**src/rtl/octpwm_pkg.sv**
```systemverilog
package octpwm_pkg;

  typedef enum logic [1:0] {
    COM_OFF    = 2'b00,
    COM_TOGGLE = 2'b01,
    COM_CLEAR  = 2'b10,
    COM_SET    = 2'b11
  } com_e;

  typedef struct packed {
    logic run;
    logic pwm;
    logic dual_slope;
    logic top_is_a;
    logic ovf_at_top;
    logic ovf_at_bottom;
  } mode_cfg_t;

  localparam logic [1:0] REG_CMP_A = 2'd0;
  localparam logic [1:0] REG_CMP_B = 2'd1;
  localparam logic [1:0] REG_CTRL  = 2'd2;
  localparam logic [1:0] REG_FLAGS = 2'd3;

  function automatic mode_cfg_t decode_mode(input logic [2:0] m);
    mode_cfg_t c;
    c = '0;
    case (m)
      3'd0: c.run = 1'b1;
      3'd1: begin
        c.run = 1'b1; c.pwm = 1'b1; c.dual_slope = 1'b1; c.ovf_at_bottom = 1'b1;
      end
      3'd2: begin
        c.run = 1'b1; c.top_is_a = 1'b1;
      end
      3'd3: begin
        c.run = 1'b1; c.pwm = 1'b1;
      end
      3'd5: begin
        c.run = 1'b1; c.pwm = 1'b1; c.dual_slope = 1'b1;
        c.top_is_a = 1'b1; c.ovf_at_bottom = 1'b1;
      end
      3'd7: begin
        c.run = 1'b1; c.pwm = 1'b1; c.top_is_a = 1'b1; c.ovf_at_top = 1'b1;
      end
      default: c = '0;
    endcase
    return c;
  endfunction

endpackage

```
**src/rtl/octpwm_counter.sv**
```systemverilog
module octpwm_counter #(
  parameter int W = 8
) (
  input  logic         clk,
  input  logic         rst_n,
  input  logic         tick,
  input  logic         run,
  input  logic         dual_slope,
  input  logic         ovf_at_top,
  input  logic         ovf_at_bottom,
  input  logic [W-1:0] top,
  output logic [W-1:0] count,
  output logic         down,
  output logic         step,
  output logic         top_evt,
  output logic         ovf_evt
);

  localparam logic [W-1:0] MAXV = '1;
  localparam logic [W-1:0] ONE  = W'(1);

  logic [W-1:0] count_q, count_d;
  logic         down_q, down_d;
  logic         at_top, ovf_hit;

  // next-state
  always_comb begin
    step    = tick & run;
    at_top  = dual_slope ? (!down_q && (count_q >= top)) : (count_q == top);
    top_evt = step & at_top;

    if (ovf_at_bottom)   ovf_hit = down_q && (count_q == '0);
    else if (ovf_at_top) ovf_hit = (count_q == top);
    else                 ovf_hit = (count_q == MAXV);
    ovf_evt = step & ovf_hit;

    count_d = count_q;
    down_d  = down_q;
    if (step) begin
      if (dual_slope) begin
        if (top == '0) begin
          count_d = '0;
          down_d  = 1'b0;
        end else if (!down_q) begin
          if (count_q >= top) begin
            count_d = count_q - ONE;
            down_d  = 1'b1;
          end else begin
            count_d = count_q + ONE;
          end
        end else if (count_q == '0) begin
          count_d = ONE;
          down_d  = 1'b0;
        end else begin
          count_d = count_q - ONE;
        end
      end else begin
        count_d = at_top ? '0 : (count_q + ONE);
        down_d  = 1'b0;
      end
    end
  end

  // registers
  always_ff @(posedge clk or negedge rst_n) begin
    if (!rst_n) begin
      count_q <= '0;
      down_q  <= 1'b0;
    end else begin
      count_q <= count_d;
      down_q  <= down_d;
    end
  end

  assign count = count_q;
  assign down  = down_q;

endmodule

```
**src/rtl/octpwm_chan.sv**
```systemverilog
module octpwm_chan
  import octpwm_pkg::*;
#(
  parameter int W = 8
) (
  input  logic         clk,
  input  logic         rst_n,
  input  logic         run,
  input  logic         pwm,
  input  logic         dual_slope,
  input  logic         step,
  input  logic         top_evt,
  input  logic         down,
  input  logic [W-1:0] count,
  input  logic [1:0]   com,
  input  logic         force_stb,
  input  logic         wr_stb,
  input  logic [W-1:0] wr_val,
  output logic [W-1:0] ocr,
  output logic         level,
  output logic         match_evt
);

  logic [W-1:0] ocr_q, ocr_d, buf_q, buf_d;
  logic         lvl_q, lvl_d;
  logic         pwm_act;

  // next-state
  always_comb begin
    match_evt = step & (count == ocr_q);
    pwm_act   = (com == COM_CLEAR) || (com == COM_SET);

    buf_d = wr_stb ? wr_val : buf_q;
    ocr_d = ocr_q;
    if (wr_stb && !pwm)      ocr_d = wr_val;
    else if (pwm && top_evt) ocr_d = buf_q;

    lvl_d = lvl_q;
    if (!pwm) begin
      if (run && (match_evt || force_stb)) begin
        case (com)
          COM_TOGGLE: lvl_d = ~lvl_q;
          COM_CLEAR:  lvl_d = 1'b0;
          COM_SET:    lvl_d = 1'b1;
          default:    lvl_d = lvl_q;
        endcase
      end
    end else if (!dual_slope) begin
      if (top_evt && pwm_act)        lvl_d = (com == COM_CLEAR);
      else if (match_evt && pwm_act) lvl_d = (com == COM_SET);
    end else if (match_evt && pwm_act) begin
      lvl_d = down ? (com == COM_CLEAR) : (com == COM_SET);
    end
  end

  // registers
  always_ff @(posedge clk or negedge rst_n) begin
    if (!rst_n) begin
      ocr_q <= '0;
      buf_q <= '0;
      lvl_q <= 1'b0;
    end else begin
      ocr_q <= ocr_d;
      buf_q <= buf_d;
      lvl_q <= lvl_d;
    end
  end

  assign ocr   = ocr_q;
  assign level = lvl_q;

endmodule

```
**src/rtl/octpwm_timer.sv**
```systemverilog
// W must be at least 8: control and flag-clear fields sit in the low byte.
module octpwm_timer
  import octpwm_pkg::*;
#(
  parameter int W = 8
) (
  input  logic         clk,
  input  logic         rst_n,
  input  logic         tick,
  input  logic [2:0]   mode,
  input  logic         wr_en,
  input  logic [1:0]   wr_addr,
  input  logic [W-1:0] wr_data,
  output logic         wave_a,
  output logic         wave_b,
  output logic         match_a_flag,
  output logic         match_b_flag,
  output logic         ovf_flag,
  output logic [W-1:0] count_o,
  output logic [7:0]   ctrl_rdata
);

  localparam int      NCH  = 2;
  localparam logic [W-1:0] MAXV = '1;

  // reset: asserted asynchronously, released on a clock edge
  logic [1:0] rst_pipe_q;
  logic       rst_sync_n;

  always_ff @(posedge clk or negedge rst_n) begin
    if (!rst_n) rst_pipe_q <= 2'b00;
    else        rst_pipe_q <= {rst_pipe_q[0], 1'b1};
  end
  assign rst_sync_n = rst_pipe_q[1];

  mode_cfg_t cfg;
  assign cfg = decode_mode(mode);

  logic ctrl_wr, flag_wr;
  assign ctrl_wr = wr_en && (wr_addr == REG_CTRL);
  assign flag_wr = wr_en && (wr_addr == REG_FLAGS);

  logic [W-1:0] top_val, cmp_a_act;
  logic [W-1:0] count;
  logic         down, step, top_evt, ovf_evt;

  logic [NCH-1:0][1:0]   com_q, com_d;
  logic [NCH-1:0][W-1:0] ocr;
  logic [NCH-1:0]        lvl, match_evt, force_stb, cmp_wr;
  logic [NCH-1:0]        mflag_q, mflag_d;
  logic                  ovf_q, ovf_d;

  assign cmp_a_act = ocr[0];
  assign top_val   = cfg.top_is_a ? cmp_a_act : MAXV;

  octpwm_counter #(.W(W)) cnt_i (
    .clk           (clk),
    .rst_n         (rst_sync_n),
    .tick          (tick),
    .run           (cfg.run),
    .dual_slope    (cfg.dual_slope),
    .ovf_at_top    (cfg.ovf_at_top),
    .ovf_at_bottom (cfg.ovf_at_bottom),
    .top           (top_val),
    .count         (count),
    .down          (down),
    .step          (step),
    .top_evt       (top_evt),
    .ovf_evt       (ovf_evt)
  );

  for (genvar ch = 0; ch < NCH; ch++) begin : g_chan
    localparam int COM_HI = 5 - 2 * ch;

    assign com_d[ch]     = ctrl_wr ? wr_data[COM_HI -: 2] : com_q[ch];
    assign force_stb[ch] = ctrl_wr && wr_data[7 - ch];
    assign cmp_wr[ch]    = wr_en && (wr_addr == 2'(ch));
    assign mflag_d[ch]   = match_evt[ch] | (mflag_q[ch] & ~(flag_wr & wr_data[ch + 1]));

    octpwm_chan #(.W(W)) chan_i (
      .clk        (clk),
      .rst_n      (rst_sync_n),
      .run        (cfg.run),
      .pwm        (cfg.pwm),
      .dual_slope (cfg.dual_slope),
      .step       (step),
      .top_evt    (top_evt),
      .down       (down),
      .count      (count),
      .com        (com_d[ch]),
      .force_stb  (force_stb[ch]),
      .wr_stb     (cmp_wr[ch]),
      .wr_val     (wr_data),
      .ocr        (ocr[ch]),
      .level      (lvl[ch]),
      .match_evt  (match_evt[ch])
    );
  end

  assign ovf_d = ovf_evt | (ovf_q & ~(flag_wr & wr_data[0]));

  always_ff @(posedge clk or negedge rst_sync_n) begin
    if (!rst_sync_n) begin
      com_q   <= '0;
      mflag_q <= '0;
      ovf_q   <= 1'b0;
    end else begin
      com_q   <= com_d;
      mflag_q <= mflag_d;
      ovf_q   <= ovf_d;
    end
  end

  assign wave_a       = (com_q[0] != COM_OFF) & lvl[0];
  assign wave_b       = (com_q[1] != COM_OFF) & lvl[1];
  assign match_a_flag = mflag_q[0];
  assign match_b_flag = mflag_q[1];
  assign ovf_flag     = ovf_q;
  assign count_o      = count;
  assign ctrl_rdata   = {2'b00, com_q[0], com_q[1], 2'b00};

endmodule

```
**config.mk**
```make
export PLATFORM = sky130hd
export DESIGN_NAME = octpwm_timer
export DESIGN_NICKNAME = d
export VERILOG_FILES = /design/src/rtl/octpwm_pkg.sv /design/src/rtl/octpwm_counter.sv /design/src/rtl/octpwm_chan.sv /design/src/rtl/octpwm_timer.sv
export SDC_FILE = /design/constraint.sdc
export NUM_CORES = 1
export LEC_CHECK = 0
export CAP_MARGIN = 20
export CORE_ASPECT_RATIO = 1.25
export CORE_UTILIZATION = 47
export DETAILED_ROUTE_END_ITERATION = 10
export PLACE_DENSITY = 0.69
export SLEW_MARGIN = 0
export SYNTH_ARGS = -nofsm -noshare
export SYNTH_HDL_FRONTEND = slang
export SYNTH_SLANG_ARGS = --single-unit
export TNS_END_PERCENT = 20
```
**constraint.sdc**
```tcl
create_clock -name clk -period 1.72 [get_ports clk]
set_input_delay 0.344 -clock clk [delete_from_list [all_inputs] [get_ports clk]]
set_output_delay 0.344 -clock clk [all_outputs]
set_load 0.03 [all_outputs]
```
==> flow_summary.ini <==
[layout]
area_delta_synth_final_pct = 40.21
drive_gt1_share_pct = 35.39
layout.nets = 498
num_antenna_cells = 0
fin_area_mm2 = 0.004786

[sta]
min_period_ns = 2.553
fin_tns_setup_ns = -20.32
finClkSkew_ns = 0.006862
fmax_mhz = 391.8
setup_viol = 28
tightest_slew_ns = 0.9226
worst_slack_ns = -0.8326
hold_viol = 0
finalMaxSlewViolations = 0
rsz0062_at_grt = true
relSlewSlack_pct = 38.26
fin_crit_sh_pct = 148.4

[yosys]
synthArstFlopShare_pct = 100.0
synthDistinctLibCells = 64
synth_ff_type = dfrtp_1
synth_area_per_cell_um2 = 9.808
synth_warnings = 0
synthesis.area_mm2 = 0.003413
syn_inst = 348
ys_ff_latch = 52
synth_edf_count = 0
synth_seq_area_share_pct = 38.12

[global_routing]
grt_pass1_wl_um = 15610
gr-usage-all-layers_pct = 26.35
grt_max_degree = 27
overflow = 0
antenna_found_initial = 0
grt_pass1_vias = 3200

[clocking]
clk_path_buf_depth = 2
cts_tree = built
path_clk_slew_ns = 0.11
insertion_delay_ns = 0.32
numCtsBuffers = 5
clock-sinks = 52
cts_root_buf = clkbuf_8
hold_buffers = 0
htree_num_levels = 2

[outcome]
status = complete, but fails checks
violations = negative setup slack

[floorplanning]
io_pins = 38
coreArea_mm2 = 0.006977
rows = 34
die_h_um = 97.28
start_util_pct = 48.92
die-area_mm2 = 0.007609
die_w_um = 78.22

[worst_setup_path]
worst_setup_path_end_kind = flip-flop
required_ns = 1.92
startpoint = mode[0]
reg2reg_slack_ns = -0.77
arrival_ns = 2.75
cp_max_fo = 4
r2r-start = g_chan[0].chan_i.ocr[0]$_DFFE_PN0P_
critPathCapture = g_chan[0].chan_i.level$_DFFE_PN0P_
startpoint_type = input port
r2r_cells = 9
crit_type = input port to flip-flop
r2r_end = g_chan[0].chan_i.level$_DFFE_PN0P_

[placement]
routabilityCongestion = 0.8842
portBuffers = 33
dpl_cell_area_mm2 = 0.004507
post-place-ws_ns = -1.570
dpl.hpwl_um = 7186

[pwr]
power_w = 0.005674
p_leak_nw = 2.313
power_per_cell_area_mw_per_mm2 = 1186
irDropWorstVdd_v = 0.0007024

[worst_hold_path]
hp-class = input port to asynchronous set/reset pin

[routing]
first_pass_iters = 5
routed.top_layer = met4
wl_per_cell_um = 17.21
wl_met2_um = 4915
drc = 0
vias_per_cell = 5.617
drt_iter0_drc = 123
wl_um = 9621
ant_nets = 0
wl_met3_um = 316
vias = 3140
drt-met1-wl_um = 3887

[flow_run]
drv_cap = 0
[metrics by stage]
step	util, %	instances	hold slack [ns]
final	68.60	559	0.1779
after global routing	68.60	559	0.1656
after CTS	67.97	558	0.1733
after detailed placement	64.60	546	0.2716
after global placement	64.60	546	0.2608
after floorplan	-	351	0.04841
[metal layers]
metal / global-route usage, % / vias up
met4: 15.24 / 0
met1: 31.72 / 1523
met3: 3.099 / 33
met5: 0 / -
li1: - / 1491
met2: 44.80 / 93
[worst min-delay path by stage]
stage | endpoint | start | depth (start not counted) | slack (ns)
after floorplan | rst_pipe_q[0]$_DFF_PN0_ | rst_n | 0 | 0.05
after global placement | g_chan[1].chan_i.level$_DFFE_PN0P_ | rst_pipe_q[1]$_DFF_PN0_ | 1 | 0.26
after detailed placement | ctrl_rdata[2]$_DFF_PN0_ | rst_pipe_q[1]$_DFF_PN0_ | 1 | 0.27
after CTS | rst_pipe_q[0]$_DFF_PN0_ | rst_n | 1 | 0.17
after global routing | rst_pipe_q[0]$_DFF_PN0_ | rst_n | 1 | 0.17
final | rst_pipe_q[0]$_DFF_PN0_ | rst_n | 1 | 0.18
[cells by family (layout without fill, tap and decap cells)]
logic type / Yosys count / in the layout / share of synthesized area, %
fa+ha+maj: 13 / 13 / 4.766
other cells: 2 / 5 / 0.2200
compound gates: 71 / 71 / 15.43
simple gates: 114 / 114 / 17.63
flops: 52 / 52 / 38.12
buf+inv: 31 / 149 / 4.619
xor+xnor: 18 / 18 / 4.619
mux: 47 / 47 / 14.59
[worst max-delay path: stages]
cell	delay (ns)
buf_8	0.10
nor3b_4	0.24
nor2_4	0.08
or2_4	0.26
ha_4	0.27
nand2b_4	0.12
a2111oi_4	0.06
buf_4	0.15
o31ai_4	0.23
a41oi_4	0.22
a221oi_2	0.34
mux2_4	0.34
[layout by cell type, fill, tap and decap left out, drive strengths merged, types with 2 or more instances in the layout]
cell type / n
mux2: 22
nand3b: 7
xor2: 17
nor2: 26
dfrtp: 52
o31ai: 2
buf: 101
nor3b: 2
o21a: 3
o21ai: 26
nor4: 9
nand3: 12
nor3: 4
a22o: 2
a211oi: 3
nand2: 34
nor2b: 3
a21oi: 12
conb: 5
ha: 13
dlygate4sd2: 13
a2111oi: 2
nand4: 2
a32oi: 4
o221ai: 3
mux2i: 25
inv: 11
clkbuf: 8
and2: 2
clkinv: 2
nand2b: 2
and3: 6
clkdlybuf4s50: 13
[power breakdown]
group          switching [W]  internal, W
logic                0.00160      0.00146
clock network       0.000468     0.000307
registers           0.000279      0.00156
[state kept, by name, summed over array words and instances, names as in the netlist, 2 cells and up]
signal / cells
cnt_i.count: 8
ctrl_rdata: 4
g_chan.chan_i.buf_q: 16
g_chan.chan_i.level: 2
g_chan.chan_i.ocr: 16
mflag_q: 2
rst_pipe_q: 2
[Yosys cell counts (2+ instances only)]
master / count / area, um2
nand2_1: 33 / 123.9
and3_1: 6 / 37.54
nor3_1: 4 / 20.02
nand3_1: 12 / 60.06
dfrtp_1: 52 / 1301
clkbuf_1: 6 / 22.52
xor2_1: 17 / 148.9
mux2i_1: 25 / 250.2
o21ai_1: 18 / 90.09
a21oi_1: 12 / 60.06
nor3b_1: 2 / 15.01
nor4_1: 7 / 43.79
mux2_2: 19 / 214.0
a32oi_1: 4 / 35.03
nor2_1: 26 / 97.59
o21a_1: 3 / 22.52
a22o_1: 2 / 17.52
o21ai_0: 8 / 40.04
o221ai_1: 2 / 17.52
inv_1: 10 / 37.54
and2_1: 2 / 12.51
nand3b_1: 7 / 52.55
buf_1: 3 / 11.26
mux2_1: 3 / 33.78
a211oi_1: 3 / 22.52
nor2b_1: 3 / 18.77
ha_1: 13 / 162.7
buf_4: 4 / 30.03
buf_2: 6 / 30.03
conb_1: 2 / 7.510
[area by class of cell]
type	count	area (um2)
fill	564	2191
multi-input combinational	268	2116
clock inverter	3	33.78
clock buffer	5	68.82
timing repair buffer	131	1115
tap	90	112.6
sequential	52	1303
inverter	10	37.54
[timing repair]
item | 4_1_cts | 5_1_grt
pin swaps | 19 | 11
setup endpoints to repair | 43 | 31
gates resized for setup | 57 | 10
gates cloned | 0 | 1
setup buffers | 4 | 0
Power figures use the tool's default switching activity.
